**src/rtl/mpu_pkg.sv**
```systemverilog
package mpu_pkg;
  localparam int RIGHTS_PER_MASTER = 6;
  localparam int PERM_W            = 2 * RIGHTS_PER_MASTER;
  localparam int ATTR_W            = 4;

  typedef enum logic [1:0] {
    KIND_READ  = 2'd0,
    KIND_WRITE = 2'd1,
    KIND_EXEC  = 2'd2,
    KIND_EXEC2 = 2'd3
  } acc_kind_e;

  // rights bit index: master*6 + user*3 + {read,write,exec}
  function automatic logic [3:0] rights_index(input logic master, input logic user,
                                              input logic [1:0] kind);
    logic [1:0] k;
    k = kind[1] ? 2'd2 : kind;
    return (master ? 4'd6 : 4'd0) + (user ? 4'd3 : 4'd0) + {2'b00, k};
  endfunction
endpackage

```
**src/rtl/mpu_region.sv**
```systemverilog
module mpu_region
  import mpu_pkg::*;
#(
  parameter int ADDR_W     = 32,
  parameter int GRAN       = 5,
  parameter int NUM_PORTS  = 2,
  parameter bit BACKGROUND = 1'b0
) (
  input  logic                               clk,
  input  logic                               rst,
  input  logic                               wr_en,
  input  logic [1:0]                         wr_word,
  input  logic [ADDR_W-1:0]                  wdata,
  input  logic                               alias_wr,
  input  logic [RIGHTS_PER_MASTER-1:0]       alias_rights,
  input  logic [NUM_PORTS-1:0][ADDR_W-1:0]   first_b,
  input  logic [NUM_PORTS-1:0][ADDR_W:0]     last_b,
  input  logic [NUM_PORTS-1:0][3:0]          ridx,
  output logic [NUM_PORTS-1:0]               grant,
  output logic [ADDR_W-1:0]                  rd_start,
  output logic [ADDR_W-1:0]                  rd_end,
  output logic [PERM_W-1:0]                  rd_perm,
  output logic                               rd_valid
);
  localparam int HI_W = ADDR_W - GRAN;

  logic [HI_W-1:0]   start_hi, end_hi;
  logic [PERM_W-1:0] perm;
  logic              valid;

  generate
    if (BACKGROUND) begin : g_bg
      logic [RIGHTS_PER_MASTER-1:0] core_rights_q;
      always_ff @(posedge clk) begin
        if (rst)           core_rights_q <= '1;
        else if (alias_wr) core_rights_q <= alias_rights;
      end
      assign start_hi = '0;
      assign end_hi   = '1;
      assign perm     = {{RIGHTS_PER_MASTER{1'b1}}, core_rights_q};
      assign valid    = 1'b1;
      logic unused_bg;
      assign unused_bg = ^{wr_en, wr_word, wdata};
    end else begin : g_std
      logic [HI_W-1:0]   start_q, end_q;
      logic [PERM_W-1:0] perm_q;
      logic              valid_q;
      always_ff @(posedge clk) begin
        if (rst) begin
          start_q <= '0;
          end_q   <= '0;
          perm_q  <= '0;
          valid_q <= 1'b0;
        end else if (wr_en) begin
          case (wr_word)
            2'd0:    start_q <= wdata[ADDR_W-1:GRAN];
            2'd1:    end_q   <= wdata[ADDR_W-1:GRAN];
            2'd2:    perm_q  <= wdata[PERM_W-1:0];
            default: valid_q <= wdata[0];
          endcase
        end
      end
      assign start_hi = start_q;
      assign end_hi   = end_q;
      assign perm     = perm_q;
      assign valid    = valid_q;
      logic unused_std;
      assign unused_std = ^{alias_wr, alias_rights};

      // clearing the valid bit withdraws every grant in the next cycle
      p_disable_takes_effect_r3: assert property (@(posedge clk) disable iff (rst)
        (wr_en && wr_word == 2'd3 && !wdata[0]) |=> (grant == '0));
    end
  endgenerate

  assign rd_start = {start_hi, {GRAN{1'b0}}};
  assign rd_end   = {end_hi, {GRAN{1'b1}}};
  assign rd_perm  = perm;
  assign rd_valid = valid;

  always_comb begin
    for (int p = 0; p < NUM_PORTS; p++) begin
      grant[p] = valid
               && (first_b[p] >= rd_start)
               && (last_b[p] <= {1'b0, rd_end})
               && perm[ridx[p]];
    end
  end
endmodule

```
**config.mk**
```make
export PLATFORM = sky130hd
export DESIGN_NAME = mpu_region
export DESIGN_NICKNAME = d
export VERILOG_FILES = /design/src/rtl/mpu_pkg.sv /design/src/rtl/mpu_region.sv
export SDC_FILE = /design/constraint.sdc
export NUM_CORES = 1
export LEC_CHECK = 0
export BUFFER_PORTS_ARGS = -buffer_cell sky130_fd_sc_hd__buf_2
export CORE_ASPECT_RATIO = 1.4
export CORE_MARGIN = 2
export CORE_UTILIZATION = 42
export DETAILED_ROUTE_END_ITERATION = 8
export PLACE_DENSITY = 0.78
export SYNTH_ARGS = -nofsm -noshare
export SYNTH_HDL_FRONTEND = slang
export SYNTH_SLANG_ARGS = --single-unit
```
**constraint.sdc**
```tcl
create_clock -name clk -period 2.12 [get_ports clk]
set_clock_uncertainty 0.05 [all_clocks]
set_input_delay 0.212 -clock clk [delete_from_list [all_inputs] [get_ports clk]]
set_output_delay 0.212 -clock clk [all_outputs]
set_load 0.05 [all_outputs]
```
==> run_results.csv <==
group,metric,value,unit
outcome,status,"complete, but fails checks",
outcome,violations,"negative setup slack",
critical_path,cp-end-kind,"primary output",
global_routing,grt_max_degree,33,
synth,async_flop_share,0,%
drt,antenna_left,0,
drt,drc,0,
floorplan,fp.dieArea,13300,µm²
layout,area_growth,56.2,%
layout,drive_gt1_share,48.6,%
timing,setup_viol,2,
timing,fmax,0.363,GHz
layout,final_core_util,66.5,%
floorplan,core-area,12300,µm²
global_routing,antenna_found_initial,1,
worst_hold_path,worstHoldPathType,"input port to flop",
layout,final_common_cell,"buf_2",
timing,worst_slack,-0.638,ns
timing,finalCritPeriodShare,130,%
layout,n_antenna_cell,0,
critical_path,r2r_slack,1.32,ns
flow_run,cap_violations,0,
layout,final_nets,1274,
critical_path,rr_startpoint,"g_std.start_q[7]",
pwr,power_leakage,3.79,nW
synth,synth-edff-count,0,
critical_path,startpoint,"end_hi[23]",
placed_design,hpwlAfterDp,15.3,mm
synth,ys_ff_latch,67,
layout,multi_input_area,3930,µm²
global_routing,grt_usage,25.8,%
timing,rsz0062_at_grt,"yes",
cts,clk_pin_slew,0.06,ns
placed_design,gp_congestion,0.903,
drt,drt-pass1-iter-count,5,
global_routing,grt_overflow,0,
placed_design,placed_area,7600,µm²
critical_path,critPathRequiredTime,1.86,ns
synth,syn_area,5220,µm²
placed_design,portBuffers,243,
cts,clk_latency,0.32,ns
critical_path,r2r_cells,3,
pwr,irDropWorstVdd,0.000579,V
synth,synth_cell_types,47,
cts,clk_root_buffer_cell,"clkbuf_16",
cts,clock-sinks,67,
layout,final_cell_mix,"buf_2, nand2_1, buf_4",
floorplan,io_pins,261,
critical_path,timing.critical_path.from_type,"flop",
layout,fillCellCount,1041,
cts,htreeDepth,3,
cts,cts_tree,"done",
timing,worst_pin_slew,0.529,ns
critical_path,crit_type,"flop to primary output",
global_routing,grt_pass1_vias,5709,
drt,wl_per_cell,15.8,µm
floorplan,fp-row-count,48,
floorplan,die_h,136,µm
critical_path,cp-endpoint,"grant[0]",
cts,cts_buffer_depth,2,
floorplan,die_x,98.2,µm
cts,hold_buffers,0,
drt,finalWirelength,18.0,mm
pwr,power_density,499,nW/µm²
drt,drt-initial-drc-count,199,
critical_path,critPathMaxFanout,3,
layout,stdcell_area,8150,µm²
placed_design,preCtsSetupSlack,-0.504,ns
drt,via_per_inst,5.11,
synth,seq_area_frac_synth,25.7,%
critical_path,r2r-end,"g_std.start_q[7]",
synth,synthCells,654,
synth,synthFlopType,"dfxtp_1",
drt,vias,5817,
layout,register_area,1490,µm²
critical_path,crit_arrival,2.50,ns
timing,maxSlewViolCount,0,
synth,yosysWarnings,0,
floorplan,initial_utilization,42.6,%
timing,fin_crit,2.76,ns
timing,hold_violations,0,
cts,numCtsBuffers,9,
timing,slew_headroom,64.7,%
synth,avgSynthCellArea,7.98,µm²
global_routing,grt_first_pass_wirelength,27.3,mm
logic make-up after synthesis:
logic type      count (synthesis)  share of synthesized area (%)
other cells                     2                          0.144
mux                             9                           3.17
flops                          67                           25.7
simple gates                  222                           20.5
compound gates                158                           17.5
buf+inv                        88                           7.05
fa+ha+maj                     108                           25.9
layout make-up:
class / instances / share of cell area (%)
Clock buffer: 13 / 3.72
Clock inverter: 3 / 0.292
Inverter: 58 / 2.92
Multi-Input combinational cell: 507 / 48.2
Sequential cell: 67 / 18.3
Tap cell: 150 / 2.30
Timing Repair Buffer: 341 / 24.3
synthesized netlist by cell type, types with 2 or more instances:
cell / number / share of area [%]
a221o_1: 2 / 0.38
nand4b_1: 2 / 0.34
a21oi_1: 101 / 9.7
nor3_1: 4 / 0.38
inv_1: 58 / 4.2
conb_1: 2 / 0.14
a21o_1: 15 / 2.2
a2111oi_0: 2 / 0.34
buf_4: 10 / 1.4
or3_1: 2 / 0.24
nand3_1: 8 / 0.77
nand4_1: 10 / 1.2
nor2_1: 9 / 0.65
nand2_1: 156 / 11
or2_1: 2 / 0.24
o211ai_1: 3 / 0.43
o21ai_0: 12 / 1.2
o21ai_1: 4 / 0.38
ha_1: 108 / 26
nand4_2: 2 / 0.48
a221oi_1: 3 / 0.50
o221ai_1: 2 / 0.34
mux4_2: 6 / 2.6
nand3b_1: 4 / 0.58
a31oi_1: 4 / 0.48
nor4_1: 3 / 0.36
and4_1: 8 / 1.3
mux2i_1: 3 / 0.58
a211oi_1: 6 / 0.86
clkbuf_1: 20 / 1.4
dfxtp_1: 67 / 26
worst min-delay path by stage:
| stage | slack (ns) | depth (start not counted) | start | end |
|---|---|---|---|---|
| 6_report | 0.07 | 3 | wdata[3] | rd_perm[3] |
| 3_5_place_dp | 0.41 | 3 | wdata[1] | rd_perm[1] |
| 5_1_grt | 0.07 | 3 | wdata[4] | rd_perm[4] |
| 3_3_place_gp | 0.41 | 3 | wdata[4] | rd_perm[4] |
| 2_1_floorplan | 0.29 | 2 | wdata[16] | end_hi[11] |
| 4_1_cts | 0.06 | 3 | wdata[1] | rd_perm[1] |
power breakdown:
part           total (mW)  switching, mW  internal (mW)
Clock                1.59          0.582           1.00
Combinational        1.18          0.668          0.509
Sequential           1.31         0.0297           1.28
Total                4.07           1.28           2.79
what timing repair did:
item,in CTS,in global routing
pin swaps,15,11
resized for setup,26,15
setup endpoints to repair,2,2
buffers inserted,1,0
state kept, by name, summed over array words and instances (netlist names):
register       flops
end_hi            27
g_std.start_q     27
rd_perm           12
rd_valid           1
worst max-delay path, stage by stage (launching register included):
cell and delay [ns]:
dfxtp_4 0.35, inv_4 0.04, ha_4 0.26, nand4_4 0.14
nor4_4 0.32, nand2_2 0.09, or4_4 0.43, a221oi_4 0.33
buf_6 0.20
stage by stage:
| stage | power, mW | setup TNS, ns | instances | hold slack (ns) |
|---|---|---|---|---|
| 3_3_place_gp | 2.43 | -0.912 | 1122 | 0.406 |
| 4_1_cts | 4.06 | -1.20 | 1139 | 0.0646 |
| 3_5_place_dp | 2.45 | -0.912 | 1122 | 0.413 |
| 2_1_floorplan | 1.99 | -0.494 | 662 | 0.288 |
| 5_1_grt | 4.28 | -1.39 | 1139 | 0.0654 |
| 6_report | 4.07 | -1.22 | 1139 | 0.0743 |
per-layer routing:
layer  global-route usage [%]  up-vias  share of wire [%]
met4                     11.4        2                3.3
met2                     49.0      196                 54
met3                     4.94       38                5.1
li1                         -     2958                  -
met5                        0        -               0.11
met1                     27.5     2623                 38
(Power assumes the default switching activity.)
